==> config.mk <==
export PLATFORM = sky130hd
export DESIGN_NAME = tmr_presc_share
export DESIGN_NICKNAME = d
export VERILOG_FILES = /design/src/rtl/presc_pkg.sv /design/src/rtl/presc_ctrl_reg.sv /design/src/rtl/presc_counter.sv /design/src/rtl/presc_ext_sync.sv /design/src/rtl/presc_chan_sel.sv /design/src/rtl/tmr_presc_share.sv
export SDC_FILE = /design/constraint.sdc
export NUM_CORES = 1
export LEC_CHECK = 0
export BUFFER_PORTS_ARGS = -buffer_cell sky130_fd_sc_hd__buf_2
export CAP_MARGIN = 20
export CELL_PAD_IN_SITES_DETAIL_PLACEMENT = 1
export CELL_PAD_IN_SITES_GLOBAL_PLACEMENT = 1
export CORE_MARGIN = 10
export CORE_UTILIZATION = 38
export DETAILED_ROUTE_END_ITERATION = 8
export PLACE_DENSITY = 0.92
export SLEW_MARGIN = 20
export SYNTH_ARGS = -nofsm -noshare
export SYNTH_HDL_FRONTEND = slang
export SYNTH_SLANG_ARGS = --single-unit
==> constraint.sdc <==
create_clock -name clk -period 2.5 [get_ports clk]
set_input_delay 0.125 -clock clk [delete_from_list [all_inputs] [get_ports clk]]
set_output_delay 0.125 -clock clk [all_outputs]
set_load 0.01 [all_outputs]
==> src/rtl/presc_pkg.sv <==
package presc_pkg;

    localparam int CS_W     = 3;
    localparam int NUM_TAPS = 4;
    localparam int REG_W    = 8;

    localparam int BIT_SYNC = 7;
    localparam int BIT_AUX  = 1;
    localparam int BIT_MAIN = 0;

    localparam logic [REG_W-1:0] WRITABLE_MASK =
        REG_W'((1 << BIT_SYNC) | (1 << BIT_AUX) | (1 << BIT_MAIN));

    typedef enum logic [CS_W-1:0] {
        CS_STOP     = 3'd0,
        CS_DIRECT   = 3'd1,
        CS_DIV8     = 3'd2,
        CS_DIV64    = 3'd3,
        CS_DIV256   = 3'd4,
        CS_DIV1024  = 3'd5,
        CS_EXT_FALL = 3'd6,
        CS_EXT_RISE = 3'd7
    } clk_sel_e;

    typedef struct packed {
        logic sync_mode;
        logic aux_rst;
        logic main_rst;
    } ctrl_state_t;

    typedef struct packed {
        logic rise;
        logic fall;
    } pin_edge_t;

    // log2 of the division ratio of each tap
    function automatic int tap_exp(input int idx);
        case (idx)
            0:       return 3;
            1:       return 6;
            2:       return 8;
            default: return 10;
        endcase
    endfunction

    function automatic logic [REG_W-1:0] pack_ctrl(input ctrl_state_t s);
        logic [REG_W-1:0] v;
        v           = '0;
        v[BIT_SYNC] = s.sync_mode;
        v[BIT_AUX]  = s.aux_rst;
        v[BIT_MAIN] = s.main_rst;
        return v;
    endfunction

endpackage

==> src/rtl/presc_ctrl_reg.sv <==
module presc_ctrl_reg
    import presc_pkg::*;
(
    input  logic             clk,
    input  logic             rst,
    input  logic             wr_en,
    input  logic [REG_W-1:0] wdata,
    output ctrl_state_t      state_o,
    output logic [REG_W-1:0] rdata_o
);

    ctrl_state_t      st_q;
    ctrl_state_t      st_d;
    logic [REG_W-1:0] wr_masked;

    assign wr_masked = wdata & WRITABLE_MASK;

    // a write has priority; otherwise restart bits drop unless held
    always_comb begin
        st_d = st_q;
        if (wr_en) begin
            st_d.sync_mode = wr_masked[BIT_SYNC];
            st_d.aux_rst   = wr_masked[BIT_AUX];
            st_d.main_rst  = wr_masked[BIT_MAIN];
        end else if (!st_q.sync_mode) begin
            st_d.aux_rst  = 1'b0;
            st_d.main_rst = 1'b0;
        end
    end

    always_ff @(posedge clk) begin
        if (rst) begin
            st_q <= '0;
        end else begin
            st_q <= st_d;
        end
    end

    assign state_o = st_q;
    assign rdata_o = pack_ctrl(st_q);

endmodule

==> src/rtl/presc_counter.sv <==
module presc_counter
    import presc_pkg::*;
#(
    parameter int PRESC_W = 10
) (
    input  logic                clk,
    input  logic                rst,
    input  logic                clear,
    output logic [NUM_TAPS-1:0] tap_tick_o
);

    logic [PRESC_W-1:0] cnt_q;

    always_ff @(posedge clk) begin
        if (rst || clear) begin
            cnt_q <= '0;
        end else begin
            cnt_q <= cnt_q + PRESC_W'(1);
        end
    end

    // one-cycle tick when the low bits of a tap are all ones
    for (genvar g = 0; g < NUM_TAPS; g++) begin : g_tap
        localparam int E = tap_exp(g);
        assign tap_tick_o[g] = !clear && (&cnt_q[E-1:0]);
    end

endmodule

==> src/rtl/presc_ext_sync.sv <==
module presc_ext_sync
    import presc_pkg::*;
#(
    parameter int STAGES = 2
) (
    input  logic      clk,
    input  logic      rst,
    input  logic      pin_i,
    output pin_edge_t edge_o
);

    logic [STAGES-1:0] sync_q;
    logic              prev_q;

    always_ff @(posedge clk) begin
        if (rst) begin
            sync_q <= '0;
            prev_q <= 1'b0;
        end else begin
            sync_q <= {sync_q[STAGES-2:0], pin_i};
            prev_q <= sync_q[STAGES-1];
        end
    end

    assign edge_o.rise = sync_q[STAGES-1] && !prev_q;
    assign edge_o.fall = !sync_q[STAGES-1] && prev_q;

endmodule

==> src/rtl/presc_chan_sel.sv <==
module presc_chan_sel
    import presc_pkg::*;
(
    input  clk_sel_e            sel,
    input  logic                halt,
    input  logic [NUM_TAPS-1:0] taps,
    input  pin_edge_t           edg,
    output logic                en_o
);

    logic raw_en;

    always_comb begin
        raw_en = 1'b0;
        case (sel)
            CS_STOP:     raw_en = 1'b0;
            CS_DIRECT:   raw_en = 1'b1;
            CS_DIV8:     raw_en = taps[0];
            CS_DIV64:    raw_en = taps[1];
            CS_DIV256:   raw_en = taps[2];
            CS_DIV1024:  raw_en = taps[3];
            CS_EXT_FALL: raw_en = edg.fall;
            CS_EXT_RISE: raw_en = edg.rise;
            default:     raw_en = 1'b0;
        endcase
    end

    assign en_o = raw_en && !halt;

endmodule

==> src/rtl/tmr_presc_share.sv <==
module tmr_presc_share
    import presc_pkg::*;
#(
    parameter int NUM_CH      = 2,
    parameter int PRESC_W     = 10,
    parameter int SYNC_STAGES = 2
) (
    input  logic                         clk,
    input  logic                         rst,
    input  logic                         reg_wr_en,
    input  logic [REG_W-1:0]             reg_wdata,
    output logic [REG_W-1:0]             reg_rdata,
    input  logic [NUM_CH-1:0][CS_W-1:0]  clk_sel_i,
    input  logic [NUM_CH-1:0]            ext_pin_i,
    output logic [NUM_CH-1:0]            cnt_en_o,
    output logic                         aux_rst_o
);

    ctrl_state_t         ctrl;
    logic [NUM_TAPS-1:0] tap_tick;
    logic                halt;

    presc_ctrl_reg u_reg (
        .clk     (clk),
        .rst     (rst),
        .wr_en   (reg_wr_en),
        .wdata   (reg_wdata),
        .state_o (ctrl),
        .rdata_o (reg_rdata)
    );

    assign halt      = ctrl.main_rst;
    assign aux_rst_o = ctrl.aux_rst;

    presc_counter #(.PRESC_W(PRESC_W)) u_cnt (
        .clk        (clk),
        .rst        (rst),
        .clear      (halt),
        .tap_tick_o (tap_tick)
    );

    for (genvar c = 0; c < NUM_CH; c++) begin : g_ch
        pin_edge_t pin_edge;

        presc_ext_sync #(.STAGES(SYNC_STAGES)) u_sync (
            .clk    (clk),
            .rst    (rst),
            .pin_i  (ext_pin_i[c]),
            .edge_o (pin_edge)
        );

        presc_chan_sel u_sel (
            .sel  (clk_sel_e'(clk_sel_i[c])),
            .halt (halt),
            .taps (tap_tick),
            .edg  (pin_edge),
            .en_o (cnt_en_o[c])
        );
    end

endmodule

**Yosys cells after proc, flatten, opt, wreduce, memory -nomap -nowiden**

Index checks and enable logic that the tools add are counted.

- Register bits: 19
- Input bits: 19
- Output and inout port bits: 11
- Logic and storage cells: 50

- Add/subtract/negate cells: 1
- Equal/unequal tests: 15
- Multiplexer cells: 4
- Reduce and logical (&&, ||, !) cells: 22

Operators by type and width:

| operator | number |
|---|---|
| $eq A3 B3 Y1 const B | 8 |
| $pmux W1 S8 | 2 |
| $eq A3 B2 Y1 const B | 4 |
| $add A10 B1 Y10 const B | 1 |
| $logic_and A1 B1 Y1 | 10 |
| $reduce_and A10 Y1 | 1 |
| $reduce_and A8 Y1 | 1 |
| $eq A3 B1 Y1 const B | 2 |
| $logic_not A3 Y1 | 2 |
| $reduce_and A6 Y1 | 1 |
| $logic_not A1 Y1 | 5 |
| $mux W2 | 2 |
| $reduce_and A3 Y1 | 1 |
| $ne A2 B2 Y1 const B | 1 |
| $logic_or A1 B1 Y1 | 1 |

**Logic depth before layout (Yosys ltp)**

Gate-level depths: netlist of the first run.

- Depth in word-level cells: 4
- Mapped depth: 7
- Gate-level depth less buffers: 5

**Modules after synthesis**

From an unflattened synthesis of the first run, not the netlist that was laid out.

- Cells, all modules: 104
- Area, all modules: 957.2 sq um

By module, submodules not included:

| module | times used | cells each | area an instance (sq um) | seq. area each (sq um) |
|---|---|---|---|---|
| presc_counter | 1 | 50 | 454.2 | 200.2 |
| presc_ext_sync | 2 | 8 | 91.3 | 60.1 |
| presc_ctrl_reg | 1 | 20 | 170.2 | 60.1 |
| presc_chan_sel | 2 | 9 | 75.1 | 0.0 |

**Least setup slack after synthesis of the first run**

Ideal clock, no wire load.

- Path type: register -> output
- From: reg u_cnt.cnt_q[0]
- To: out cnt_en_o[1]
- Arrival time: 1460 ps
- Data required time: 2375 ps
- Slack: 915 ps
- Stages on the path, launching flop included: 8
- Path buffers: 2
- Cell sequence: dfxtp_1 -> ha_1 -> and3_1 -> buf_4 -> nand3_2 -> a311o_1 -> o32ai_2 -> buf_4

- Longest elaborated chain between the ends: 4
- Elaborated cells between the ends (all ways): 10
- Those cells by class: mux (1); reduce/logical (9)

Ends and longest elaborated chain:

| element | line | text |
|---|---|---|
| from (decl) | presc_counter.sv:12 | `logic [PRESC_W-1:0] cnt_q;` |
| from (signal assigned) | presc_counter.sv:18 | `cnt_q <= cnt_q + PRESC_W'(1);` |
| $reduce_and A10 Y1, or another cell as far along | presc_counter.sv:25 | `assign tap_tick_o[g] = !clear && (&cnt_q[E-1:0]);` |
| $logic_and A1 B1 Y1 | presc_counter.sv:25 |  |
| $pmux W1 S8 * | presc_chan_sel.sv:15 | `case (sel)` |
| $logic_and A1 B1 Y1 * | presc_chan_sel.sv:28 | `assign en_o = raw_en && !halt;` |
| to (decl) | tmr_presc_share.sv:15 | `output logic [NUM_CH-1:0] cnt_en_o,` |

Every way passes the cells marked *; elsewhere a longest branch is shown, timed or not.

**Worst setup path in the final report of the first run**

Same ends and word-level chain as after synthesis.

==> impl_metrics.py, run 1 <==
metrics = {
    "clock_network": {
        "post_cts.repair.setup_buffers": 0,
        "holdBufCountCts": 0,
        "root_buffer": "clkbuf_4",
        "path_clk_slew_ns": 0.10,
        "clk_latency_ns": 0.29,
        "cts.sinks": 19,
        "cts_tree": "done",
        "h-tree-depth": 1,
        "cts_buffer_depth": 2,
        "post_cts_resized": 0,
        "cts_inserted_buffers": 3,
    },
    "yosys": {
        "synthesis.area_um2": 920.9,
        "synth_largest_area_cell": "dfxtp_1",
        "synth_top_family_by_area": "simple AND/OR/NAND/NOR gates",
        "yosys.area_share.simple_pct": 27.17,
        "synth_edf_count": 0,
        "syn_inst": 104,
        "ys_seq_elements": 19,
        "yosysTopAreaCellShare_pct": 41.30,
        "synth_top_cells_by_area": "dfxtp_1 41%, buf_4 8.2%, nor2_1 6.9%, nor2b_1 5.4%, xnor2_1 3.8%",
        "yosysMostFrequentCell": "dfxtp_1",
        "yosys-mux-area-fraction_pct": 0,
        "yosysWarnings": 0,
        "synth_area_per_cell_um2": 8.855,
        "synth_compound_area_share_pct": 11.68,
        "ys_seq_area_share_pct": 41.30,
        "synth_fa_ha_area_share_pct": 2.717,
        "synth_flop_cell": "dfxtp_1",
        "synth_xor_area_share_pct": 5.707,
        "yosys-top-cells-count": "19 x dfxtp_1, 17 x nor2_1, 10 x buf_4",
        "ys_async_sr_fraction_pct": 0,
        "synth.distinct_cells": 33,
    },
    "worst_hold_path": {
        "min_from": "ext_pin_i[1]",
        "min_to": "g_ch[1].u_sync.sync_q[0]",
        "hold_class": "in2reg",
        "hold_depth": 2,
    },
    "route": {
        "wl_um": 2256,
        "drt_pass1_iterations": 4,
        "via_per_inst": 5.156,
        "drt_iter0_drc": 21,
        "drc": 0,
        "wire_per_inst_um": 15.35,
        "vias": 758,
        "ant_nets": 0,
    },
    "power_and_ir_drop": {
        "p_switching_w": 0.0001307,
        "p_int_w": 0.0004015,
        "p_leak_nw": 0.4051,
        "sw_frac_of_total_pct": 24.56,
        "pwr-share-clk_pct": 28.4,
        "seqPwrFrac_pct": 60.2,
        "combPwrFrac_pct": 11.4,
        "p_per_area_nw_per_um2": 527.1,
        "vdd_ir_drop_max_mv": 0.2302,
    },
    "worst_setup_path": {
        "cp_cell_sequence": "ha_1 -> and3_1 -> nand3_2 -> a311o_1 -> o32ai_2 -> buf_2",
        "cp-start-kind": "register",
        "crit_arrival_ns": 1.96,
        "reg2reg_from": "u_cnt.cnt_q[0]",
        "cp_num_buf_inv": 1,
        "max_stage_delay_ns": 0.39,
        "regToRegEndpoint": "u_cnt.cnt_q[6]",
        "required_ns": 2.38,
        "r2r_slack_ns": 1.14,
        "critPathKind": "reg2out",
        "crit_path_top_delay_cell": "dfxtp_1",
        "cpLargestDelayFamily": "compound AO/OA/AOI/OAI gates",
        "setup.worst_path.end_class": "primary output",
        "cp_max_fo": 5,
        "reg2reg_depth": 5,
    },
    "die": {
        "die_y_um": 69.23,
        "row_count": 17,
        "dieArea_um2": 4792,
        "coreArea_um2": 2255,
        "start_util_pct": 40.84,
        "chipWidth_um": 69.23,
        "top_level_ports": 30,
    },
    "timing": {
        "layout_setup_ws_ns": 0.4168,
        "whs_ns": 0.03275,
        "fin_skew_ns": 0.0005059,
        "drv_slew": 0,
        "fin_tns_setup_ns": 0,
        "rsz0062_at_grt": "no",
        "hold_viol": 0,
        "setup_viol": 0,
        "fmax_mhz": 480.0,
        "fin_crit_sh_pct": 83.33,
        "fin_crit_ns": 2.083,
    },
    "global_routing": {
        "grt_pass1_wl_um": 3719,
        "grt_max_degree": 11,
        "grt_pass1_vias": 789,
        "antenna_found_initial": 0,
        "grt.overflow.total": 0,
        "grt_use_total_pct": 9.264,
    },
    "placed_design": {
        "numPortBuffers": 19,
        "dp_hpwl_um": 1787,
        "gp_congestion": 0.8334,
        "post-place-ws_ns": 0.7492,
    },
    "layout": {
        "antennaDiodeCount": 0,
        "area_delta_synth_final_pct": 9.647,
        "nNetsFinal": 141,
        "drive_gt1_share_pct": 21.01,
    },
    "flow_run": {
        "drv_cap": 0,
    },
    "outcome": {
        "outcome": "complete, no violations",
    },
}
-- final cells by class --
type / count / area (um^2)
multi-input cells: 72 / 454.2
flip-flops and latches: 19 / 380.4
inverters: 5 / 18.77
fillers: 285 / 1245
well taps: 28 / 35.03
clock buffers: 4 / 26.28
repair buffers: 19 / 95.09
-- per-layer routing --
| layer | wire length (um) | GRT usage [%] | vias to the layer above |
|---|---|---|---|
| met4 | 105 | 7.539 | 0 |
| li1 | - | - | 371 |
| met1 | 1021 | 10.72 | 353 |
| met5 | 0 | 0 | - |
| met2 | 1026 | 14.11 | 25 |
| met3 | 103 | 2.140 | 9 |
-- kinds of logic after synthesis --
family                     after synthesis
and+or+nand+nor                         45
DFF                                     19
buffers and inverters                   17
AOI/OAI and AO/OA                       14
xor gates and xnor gates                 6
adders and majority gates                2
other                                    1
-- sequential cells by signal, indices dropped and copies added, names as in the netlist --
register            count
u_reg.rdata_o           3
g_ch.u_sync.prev_q      2
u_cnt.cnt_q            10
g_ch.u_sync.sync_q      4
-- power by group through the flow --
stage          Sequential, W  Combinational (W)  Clock [W]
4_1_cts             0.000320          0.0000607   0.000158
3_5_place_dp        0.000327          0.0000602          0
5_1_grt             0.000322          0.0000686   0.000169
6_report            0.000320          0.0000608   0.000151
3_3_place_gp        0.000326          0.0000552          0
2_1_floorplan       0.000326          0.0000439          0
-- per-stage QoR --
stage | power [W] | utilization (%) | std cells | cell area (um^2)
2_1_floorplan | 0.0003698 | - | 108 | 935.9
3_5_place_dp | 0.0003875 | 43.62 | 143 | 983.4
6_report | 0.0005322 | 44.78 | 147 | 1010
5_1_grt | 0.0005597 | 44.78 | 147 | 1010
4_1_cts | 0.0005389 | 44.78 | 147 | 1010
3_3_place_gp | 0.0003812 | 43.62 | 143 | 983.4
-- cells in the final DEF (no fill, tap or decap), drive strengths merged, types with 3 or more instances in the layout --
cell type,count
a21oi,3
buf,19
clkbuf,4
conb,5
dfxtp,19
inv,5
nand3,4
nand4,3
nor2,17
nor2b,8
xnor2,4
-- worst max path at each step --
stage | from | to | slack (ns) | depth (start not counted)
after CTS | u_cnt.cnt_q[0] | cnt_en_o[1] | 0.41 | 6
final | u_cnt.cnt_q[0] | cnt_en_o[1] | 0.42 | 6
after detailed placement | u_cnt.cnt_q[0] | cnt_en_o[1] | 0.75 | 6
after global routing | u_cnt.cnt_q[0] | cnt_en_o[1] | 0.29 | 6
after floorplan | u_cnt.cnt_q[0] | cnt_en_o[1] | 0.91 | 7
after global placement | u_cnt.cnt_q[0] | cnt_en_o[1] | 0.79 | 6
-- worst register-to-register path, delay by kind of cell (launching register included) --
family | cells | cell delay, ns
XOR/XNOR | 1 | 0.17
adder cells (fa/ha/maj) | 1 | 0.23
AND/OR/NAND/NOR | 3 | 0.46
flip-flops | 1 | 0.39
No activity file was read; power rests on OpenSTA's default activity.
==> run 2: changes to the inputs <==
- CORE_UTILIZATION: 38 -> 32
- PLACE_DENSITY: 0.92 -> 0.84
- clock period: 2.5 -> 1.8 ns (I/O delays scaled with it)
==> run 2 against run 1 <==
Compared with the run above: the run now ends with setup timing left; routed wire length rose by 5.0%; flip-flop and latch count did not move; utilization fell by 5.1 points; combinational power rose by 64%; total power rose by 43%; sequential share of layout area fell by 1.9 points.
==> impl_metrics.py, run 2 (synthesis gave the netlist of run 1 again) <==
metrics = {
    "route": {
        "highest_layer": "met4",
        "dr_wl_met3_um": 147,
        "vias": 781,
        "dr_wl_met2_um": 1188,
        "wl_um": 2369,
        "via_per_inst": 5.039,
        "drc": 0,
        "drt_pass1_iterations": 4,
        "wire_per_inst_um": 15.28,
        "wl_met1_um": 1011,
        "ant_nets": 0,
        "drt_iter0_drc": 33,
    },
    "clock_network": {
        "root_buffer": "clkbuf_4",
        "cts.sinks": 19,
        "cts_buffer_depth": 2,
        "cts_inserted_buffers": 3,
        "path_clk_slew_ns": 0.10,
        "clk_latency_ns": 0.30,
        "h-tree-depth": 1,
        "cts_tree": "done",
    },
    "power_and_ir_drop": {
        "power_w": 0.0007588,
        "p_int_w": 0.0005674,
        "combPwrFrac_pct": 13.2,
        "p_switching_w": 0.0001914,
        "seqPwrFrac_pct": 58.4,
        "p_per_area_nw_per_um2": 693.9,
        "p_leak_nw": 0.4274,
        "pwr-share-clk_pct": 28.5,
        "vdd_ir_drop_max_mv": 0.4950,
        "sw_frac_of_total_pct": 25.23,
    },
    "worst_setup_path": {
        "regToRegEndpoint": "u_cnt.cnt_q[7]",
        "crit_path_top_delay_cell": "dfxtp_2",
        "cp-start-kind": "register",
        "cp_cell_sequence": "ha_4 -> ha_2 -> a21oi_1 -> a311o_1 -> o32ai_2 -> buf_2",
        "reg2reg_from": "u_cnt.cnt_q[0]",
        "r2r_slack_ns": 0.50,
        "cp_max_fo": 3,
        "reg2reg_depth": 5,
        "max_stage_delay_ns": 0.37,
        "crit_arrival_ns": 1.72,
        "critPathKind": "reg2out",
        "setup.worst_path.end_class": "primary output",
        "required_ns": 1.71,
    },
    "placed_design": {
        "place_area_um2": 994.7,
        "dp_hpwl_um": 1762,
        "numPortBuffers": 19,
        "post-place-ws_ns": 0.1361,
        "gp_congestion": 0.8225,
    },
    "timing": {
        "rsz0062_at_grt": "yes",
        "fin_crit_ns": 1.807,
        "hold_viol": 0,
        "fin_crit_sh_pct": 100.4,
        "setup_viol": 1,
        "fin_skew_ns": 0.002727,
        "layout_setup_ws_ns": -0.007003,
        "fmax_mhz": 553.4,
        "drv_slew": 0,
        "whs_ns": 0.01073,
    },
    "worst_hold_path": {
        "hold_class": "in2reg",
        "min_from": "ext_pin_i[1]",
        "hold_depth": 2,
        "min_to": "g_ch[1].u_sync.sync_q[0]",
    },
    "layout": {
        "layout_common_cells": "19 x buf_2, 16 x nor2_1, 14 x dfxtp_1",
        "top_register": "u_cnt.cnt_q",
        "area_delta_synth_final_pct": 18.75,
        "largest_reg_flops": 10,
        "layout_commonest_cell": "buf_2",
        "finish.utilization_pct": 39.66,
        "nNetsFinal": 146,
        "antennaDiodeCount": 0,
        "drive_gt1_share_pct": 31.45,
        "stdcell_area_um2": 1094,
    },
    "outcome": {
        "outcome": "complete, but fails checks",
        "violations": "setup timing",
    },
    "die": {
        "dieArea_um2": 5424,
        "die_y_um": 73.65,
        "top_level_ports": 30,
        "chipWidth_um": 73.65,
        "start_util_pct": 33.39,
        "row_count": 19,
        "coreArea_um2": 2758,
    },
    "global_routing": {
        "grt_pass1_vias": 829,
        "antenna_found_initial": 0,
        "grt_use_total_pct": 9.183,
        "grt_max_degree": 11,
        "grt.overflow.total": 0,
        "grt_pass1_wl_um": 3926,
    },
    "flow_run": {
        "drv_cap": 0,
    },
}
## run 2: metal layers
metal,global-route usage (%),up-vias
met3,2.826,4
met2,15.15,19
li1,-,381
met4,4.348,0
met5,0,-
met1,10.47,377
## run 2: worst max-delay path by stage
stage	to	slack [ns]	startpoint
floorplan	cnt_en_o[1]	0.25	u_cnt.cnt_q[0]
detailed placement	cnt_en_o[1]	0.14	u_cnt.cnt_q[0]
finish	cnt_en_o[1]	-0.007	u_cnt.cnt_q[0]
CTS	cnt_en_o[1]	0.004	u_cnt.cnt_q[4]
global placement	cnt_en_o[1]	0.18	u_cnt.cnt_q[0]
global route	cnt_en_o[1]	-0.08	u_cnt.cnt_q[0]
## run 2: power by group through the flow
stage               registers, W   logic, W  clock network (W)
floorplan               0.000453  0.0000610                  0
global placement        0.000453  0.0000765                  0
detailed placement      0.000455  0.0000816                  0
CTS                     0.000443  0.0000932           0.000225
global route            0.000445   0.000114           0.000247
finish                  0.000443  0.0000999           0.000216
## run 2: final cells by class
| class | instances | area, um^2 |
|---|---|---|
| sequential | 19 | 391.6 |
| clock buffer | 4 | 26.28 |
| timing repair buffer | 24 | 135.1 |
| tap | 31 | 38.79 |
| inverter | 5 | 18.77 |
| fill | 335 | 1664 |
| multi-input combinational | 72 | 483.0 |
## run 2: what timing repair did
item / CTS / global route
pin swaps: 2 / 0
cloned: 0 / 0
hold buffers: 1 / 0
buffers inserted: 2 / 2
endpoints found under the setup margin: 2 / 2
resized for setup: 11 / 2
hold endpoints to repair: 1 / 0
## run 2: worst max-delay path, delay by kind of cell, from the launching register on
kind / cells / cell delay [ns]
DFF: 1 / 0.37
AOI/OAI and AO/OA: 3 / 0.52
adders and majority gates: 2 / 0.35
buffers and inverters: 1 / 0.18
## run 2: per-stage QoR
stage / TNS [ns] / instances
after floorplan: 0 / 108
after global placement: 0 / 147
after detailed placement: 0 / 147
after CTS: 0 / 153
after global routing: -0.1233 / 155
final: -0.007003 / 155
